==> src/rtl/rtc_pkg.sv <==
package rtc_pkg;

  typedef struct packed {
    logic [7:0] year;
    logic [7:0] month;
    logic [7:0] date;
    logic [7:0] day;
    logic [7:0] hours;
    logic [7:0] minutes;
    logic [7:0] seconds;
    logic [7:0] hund;
  } rtc_image_t;

  localparam int DAY_MASK_BIT = 4;
  localparam int DAY_STOP_BIT = 5;
  localparam int HR_MODE_BIT  = 7;
  localparam int HR_PM_BIT    = 5;

  // One BCD step of a two-digit value (no wrap handling).
  function automatic logic [7:0] bcd_inc(input logic [7:0] v);
    if (v[3:0] >= 4'd9) return {v[7:4] + 4'd1, 4'd0};
    return {v[7:4], v[3:0] + 4'd1};
  endfunction

  // BCD year divisible by four: even tens with ones 0/4/8, odd tens with 2/6.
  function automatic logic is_leap(input logic [7:0] y);
    if (y[4]) return (y[3:0] == 4'd2) || (y[3:0] == 4'd6);
    return (y[3:0] == 4'd0) || (y[3:0] == 4'd4) || (y[3:0] == 4'd8);
  endfunction

  function automatic logic [7:0] month_last(input logic [7:0] m, input logic [7:0] y);
    case (m)
      8'h02:                      return is_leap(y) ? 8'h29 : 8'h28;
      8'h04, 8'h06, 8'h09, 8'h11: return 8'h30;
      default:                    return 8'h31;
    endcase
  endfunction

endpackage

==> src/rtl/rtc_prescale.sv <==
module rtc_prescale #(
  parameter int TICK_DIV = 4
) (
  input  logic clk,
  input  logic rst_n,
  input  logic tick_en,
  input  logic run,
  input  logic restart,
  output logic step
);
  generate
    if (TICK_DIV <= 1) begin : g_direct
      assign step = tick_en && run && !restart;
    end else begin : g_count
      localparam int CW = $clog2(TICK_DIV);
      localparam logic [CW-1:0] LAST = CW'(TICK_DIV - 1);
      logic [CW-1:0] phase_q;

      always_ff @(posedge clk) begin
        if (!rst_n || restart) begin
          phase_q <= '0;
        end else if (tick_en && run) begin
          phase_q <= (phase_q == LAST) ? '0 : phase_q + 1'b1;
        end
      end

      assign step = tick_en && run && !restart && (phase_q == LAST);
    end
  endgenerate
endmodule

==> src/rtl/rtc_tod.sv <==
module rtc_tod
  import rtc_pkg::*;
(
  input  logic       step,
  input  logic [7:0] hund,
  input  logic [7:0] seconds,
  input  logic [7:0] minutes,
  input  logic [7:0] hours,
  output logic [7:0] hund_nx,
  output logic [7:0] seconds_nx,
  output logic [7:0] minutes_nx,
  output logic [7:0] hours_nx,
  output logic       day_carry
);
  logic c_hund, c_sec, c_min;
  logic [7:0] h24, h12, inc24, inc12;

  always_comb begin
    hund_nx    = hund;
    seconds_nx = seconds;
    minutes_nx = minutes;
    hours_nx   = hours;
    day_carry  = 1'b0;
    c_hund     = 1'b0;
    c_sec      = 1'b0;
    c_min      = 1'b0;
    h24        = {2'b00, hours[5:0]};
    h12        = {3'b000, hours[4:0]};
    inc24      = bcd_inc(h24);
    inc12      = bcd_inc(h12);

    if (step) begin
      if (hund >= 8'h99) begin
        hund_nx = 8'h00;
        c_hund  = 1'b1;
      end else begin
        hund_nx = bcd_inc(hund);
      end
    end

    if (c_hund) begin
      if (seconds >= 8'h59) begin
        seconds_nx = 8'h00;
        c_sec      = 1'b1;
      end else begin
        seconds_nx = bcd_inc(seconds);
      end
    end

    if (c_sec) begin
      if (minutes >= 8'h59) begin
        minutes_nx = 8'h00;
        c_min      = 1'b1;
      end else begin
        minutes_nx = bcd_inc(minutes);
      end
    end

    if (c_min) begin
      if (hours[HR_MODE_BIT]) begin
        if (h12 == 8'h11) begin
          hours_nx  = {hours[7:6], ~hours[HR_PM_BIT], 5'h12};
          day_carry = hours[HR_PM_BIT];
        end else if (h12 >= 8'h12) begin
          hours_nx = {hours[7:5], 5'h01};
        end else begin
          hours_nx = {hours[7:5], inc12[4:0]};
        end
      end else begin
        if (h24 >= 8'h23) begin
          hours_nx  = {hours[7:6], 6'h00};
          day_carry = 1'b1;
        end else begin
          hours_nx = {hours[7:6], inc24[5:0]};
        end
      end
    end
  end
endmodule

==> src/rtl/rtc_cal.sv <==
module rtc_cal
  import rtc_pkg::*;
(
  input  logic       day_carry,
  input  logic [7:0] day,
  input  logic [7:0] date,
  input  logic [7:0] month,
  input  logic [7:0] year,
  output logic [7:0] day_nx,
  output logic [7:0] date_nx,
  output logic [7:0] month_nx,
  output logic [7:0] year_nx
);
  logic c_date, c_month;
  logic [7:0] last;

  always_comb begin
    day_nx   = day;
    date_nx  = date;
    month_nx = month;
    year_nx  = year;
    c_date   = 1'b0;
    c_month  = 1'b0;
    last     = month_last(month, year);

    if (day_carry) begin
      day_nx = {day[7:3], (day[2:0] >= 3'd7) ? 3'd1 : day[2:0] + 3'd1};
      if (date >= last) begin
        date_nx = 8'h01;
        c_date  = 1'b1;
      end else begin
        date_nx = bcd_inc(date);
      end
    end

    if (c_date) begin
      if (month >= 8'h12) begin
        month_nx = 8'h01;
        c_month  = 1'b1;
      end else begin
        month_nx = bcd_inc(month);
      end
    end

    if (c_month) begin
      year_nx = (year >= 8'h99) ? 8'h00 : bcd_inc(year);
    end
  end
endmodule

==> src/rtl/rtc_bcd_calendar.sv <==
module rtc_bcd_calendar
  import rtc_pkg::*;
#(
  parameter int TICK_DIV = 4
) (
  input  logic        clk,
  input  logic        rst_n,
  input  logic        tick_en,
  input  logic        load_valid,
  output logic        load_ready,
  input  logic [63:0] load_data,
  input  logic        snap_req,
  output logic        snap_valid,
  output logic [63:0] snap_data,
  output logic        osc_run,
  output logic        rst_mask
);
  localparam rtc_image_t RESET_IMG = 64'h0001_0121_0000_0000;

  rtc_image_t cur_q, nxt, snap_q;
  logic       snap_valid_q;
  logic       load_fire, step, day_carry;

  assign load_ready = rst_n;
  assign load_fire  = load_valid && load_ready;
  assign osc_run    = !cur_q.day[DAY_STOP_BIT];
  assign rst_mask   = cur_q.day[DAY_MASK_BIT];

  rtc_prescale #(.TICK_DIV(TICK_DIV)) u_presc (
    .clk     (clk),
    .rst_n   (rst_n),
    .tick_en (tick_en),
    .run     (osc_run),
    .restart (load_fire),
    .step    (step)
  );

  rtc_tod u_tod (
    .step       (step),
    .hund       (cur_q.hund),
    .seconds    (cur_q.seconds),
    .minutes    (cur_q.minutes),
    .hours      (cur_q.hours),
    .hund_nx    (nxt.hund),
    .seconds_nx (nxt.seconds),
    .minutes_nx (nxt.minutes),
    .hours_nx   (nxt.hours),
    .day_carry  (day_carry)
  );

  rtc_cal u_cal (
    .day_carry (day_carry),
    .day       (cur_q.day),
    .date      (cur_q.date),
    .month     (cur_q.month),
    .year      (cur_q.year),
    .day_nx    (nxt.day),
    .date_nx   (nxt.date),
    .month_nx  (nxt.month),
    .year_nx   (nxt.year)
  );

  always_ff @(posedge clk) begin
    if (!rst_n) begin
      cur_q <= RESET_IMG;
    end else if (load_fire) begin
      cur_q <= load_data;
    end else if (step) begin
      cur_q <= nxt;
    end
  end

  always_ff @(posedge clk) begin
    if (!rst_n) begin
      snap_q       <= '0;
      snap_valid_q <= 1'b0;
    end else begin
      snap_valid_q <= snap_req;
      if (snap_req) snap_q <= cur_q;
    end
  end

  assign snap_valid = snap_valid_q;
  assign snap_data  = snap_q;
endmodule

==> config.mk <==
export PLATFORM = sky130hd
export DESIGN_NAME = rtc_bcd_calendar
export DESIGN_NICKNAME = d
export VERILOG_FILES = /design/src/rtl/rtc_pkg.sv /design/src/rtl/rtc_prescale.sv /design/src/rtl/rtc_tod.sv /design/src/rtl/rtc_cal.sv /design/src/rtl/rtc_bcd_calendar.sv
export SDC_FILE = /design/constraint.sdc
export NUM_CORES = 1
export LEC_CHECK = 0
export BUFFER_PORTS_ARGS = -buffer_cell sky130_fd_sc_hd__buf_2
export CAP_MARGIN = 20
export CORE_UTILIZATION = 55
export CTS_CLUSTER_SIZE = 25
export DETAILED_ROUTE_END_ITERATION = 7
export PLACE_DENSITY = 0.8
export SLEW_MARGIN = 10
export SYNTH_ARGS = -nofsm -noshare
export SYNTH_HDL_FRONTEND = slang
export SYNTH_SLANG_ARGS = --single-unit
==> constraint.sdc <==
create_clock -name clk -period 3.9 [get_ports clk]
set_input_delay 0.78 -clock clk [delete_from_list [all_inputs] [get_ports clk]]
set_output_delay 0.78 -clock clk [all_outputs]
set_load 0.005 [all_outputs]
==> metrics.cfg <==
[layout]
layout-drive-gt1-share_pct = 21.4
area_growth_pct = 19.6
final_cell_mix = 135 x buf_2, 131 x dfxtp_1, 113 x nor2_1, 73 x mux2i_1, 51 x nand2_1
final_common_cell = buf_2
diodes = 0
fin_nets = 993

[clock_tree]
clk_latency_ps = 420
cts.clk_slew.worst_paths_ps = 50
clockBufferDepth = 2
cts.sinks = 131
ctsHtreeMaxLevel = 4
postCtsSetupBuffers = 0
cts_buffers = 17
tritoncts = done
cts-root-buf = clkbuf_16
holdBufCountCts = 0
post_cts_resized = 0

[synthesis]
syn_inst = 753
ys_ff_latch = 131
dominantRegCellSynth = dfxtp_1
synthArstFlopShare_pct = 0
syn_nets = 868
synth_edf_count = 0
synth_cell_types = 73
synth_warnings = 0
ys_seq_area_share_pct = 39.2
syn_area_um2 = 6680
avgSynthCellArea_um2 = 8.88

[timing]
setup_ws_ps = 443
skew_ps = 4.93
setup_tns_ps = 0
rsz0062_at_grt = no
finalCriticalPeriod_ps = 3460
slew_violations = 0
final_hold_viol_count = 0
hold_ws_ps = 485
fmax_mhz = 289
period_share_pct = 88.6
setup-violations-final = 0
slew_headroom_pct = 27.0
tightest_slew_ps = 1100

[critical_path]
worst_path_max_delay_cell = o21ai_1
path_cells = inv_1 > ha_1 > o211ai_1 > a21oi_1 > o21ai_0 > mux2_2 > ha_1 > nor4b_1 > o21ai_0 > o21ai_1 > nor2_1 > a21oi_1 > a211oi_1
critical_path_buf_inv_count = 1
cpLargestDelayFamily = compound AO/OA/AOI/OAI gates
path_max_fanout = 8
end_kind = register
critical-path-max-stage-delay_ps = 500
required_ps = 4170
startpoint = cur_q[48]$_SDFFE_PN1P_
r2r-start = cur_q[48]$_SDFFE_PN1P_
worstPathArrival_ps = 3730
cp-start-kind = register
crit_type = reg2reg

[worst_hold_path]
hold_class = reg2reg
hold_start = snap_data[5]$_SDFFE_PN0P_

[grt]
antenna_found_initial = 0
grt_max_degree = 66
first_global_vias = 5872
grt_pass1_wl_mm = 28.0
grt-ovfl-total = 0
grt_usage_pct = 27.9

[route]
routed_wl_mm = 17.0
drc_errors = 11
wl_per_cell_um = 16.5
first_pass_iters = 8
vias = 6081
postRouteAntennaNets = 0
vias_per_cell = 5.90
first_iter_violations = 380

[place]
dp_hpwl_mm = 11.9
globalplace.congestion = 0.904
dpl_worst_slack_ps = 582
io_buffers = 136

[floorplan]
rows = 39
start_util_pct = 57.6
die_area_um2 = 12600
core_um2 = 11600
die_x_um = 112
pin_count = 137
die_y_um = 112

[outcome]
status = finished, violations left
violations = DRC

[power]
vdd_drop_max_v = 0.000318
p_leak_nw = 3.66
powerDensity_nw_per_um2 = 419

[run]
max_cap_viol_count = 0

==> state kept, by name (all words and copies together) (netlist names) <==
signal,count
cur_q,63
rst_mask,1
snap_data,64
snap_valid,1
u_presc.g_count.phase_q,2
==> path summary, 6_finish.rpt <==
kind / to / slack [ps] / depth (start not counted)
setup / recovery: cur_q[61]$_SDFFE_PN0P_ / 440 / 13
hold / removal: snap_data[5]$_SDFFE_PN0P_ / 490 / 2
setup reg to reg: cur_q[61]$_SDFFE_PN0P_ / 440 / 13
hold reg to reg: snap_data[5]$_SDFFE_PN0P_ / 490 / 2
==> through the flow <==
step                      std cells  utilization (%)  total power, mW  instance area (um^2)
after floorplan                 753                -             1.74                  6680
after global placement         1002             64.1             1.86                  7450
after detailed placement       1002             64.1             1.88                  7450
after CTS                      1031             68.8             3.36                  7990
after global routing           1031             68.8             3.47                  7990
final                          1031             68.8             3.35                  7990
==> logic make-up after synthesis <==
kind of cell | after synthesis | synth area share, %
AOI/OAI and AO/OA | 169 | 17.3
xor gates and xnor gates | 5 | 0.655
adders and majority gates | 46 | 8.61
buffers and inverters | 70 | 4.34
DFF | 131 | 39.2
muxes | 74 | 11.1
and+or+nand+nor | 258 | 18.8
==> final cells by class <==
class                           count  area [um^2]
Timing Repair Buffer              144          756
Inverter                           32          120
Tap cell                          143          179
Fill cell                         914         3620
Multi-Input combinational cell    552         3780
Clock inverter                      7         85.1
Clock buffer                       22          454
Sequential cell                   131         2620
==> routing by layer <==
| metal | global-route usage, % | vias to the layer above | share of wire [%] |
|---|---|---|---|
| met5 | 0 | - | 0 |
| met1 | 35.0 | 2907 | 44 |
| met3 | 7.99 | 21 | 7.1 |
| met4 | 9.51 | 0 | 1.6 |
| li1 | - | 2947 | - |
| met2 | 46.0 | 206 | 47 |
==> synthesized netlist by cell type (5+ instances only) <==
library cell / count / area (um^2)
o211ai_1: 5 / 37.5
clkbuf_1: 24 / 90.1
nor2_1: 113 / 424
nand2b_1: 7 / 43.8
and3_1: 7 / 43.8
a221o_1: 7 / 70.1
dfxtp_1: 131 / 2620
nor3b_1: 6 / 45.0
mux2i_1: 73 / 731
nor2b_1: 5 / 31.3
inv_1: 31 / 116
o21ai_0: 40 / 200
a211oi_1: 12 / 90.1
buf_1: 9 / 33.8
o221a_2: 7 / 78.8
ha_1: 46 / 576
and2_1: 7 / 43.8
nand3_1: 24 / 120
a31oi_1: 7 / 43.8
o31ai_1: 5 / 37.5
nand2_1: 51 / 191
a21oi_1: 42 / 210
nor3_1: 7 / 35.0
==> worst register-to-register path: stages, from the launching register on <==
cell and delay, ps:
dfxtp_1 460, inv_1 120, ha_1 250, o211ai_1 190, a21oi_1 80, o21ai_0 250, mux2_2 210, ha_1 230
nor4b_1 290, o21ai_0 240, o21ai_1 500, nor2_1 190, a21oi_1 220, a211oi_1 80
==> power by group <==
part | switching (mW) | leakage (nW) | total (mW) | internal [mW]
Combinational | 0.224 | 2.33 | 0.400 | 0.177
Clock | 0.546 | 0.269 | 1.48 | 0.938
Sequential | 0.0656 | 1.07 | 1.46 | 1.40
Note: power is estimated with default switching activity, not from simulation.
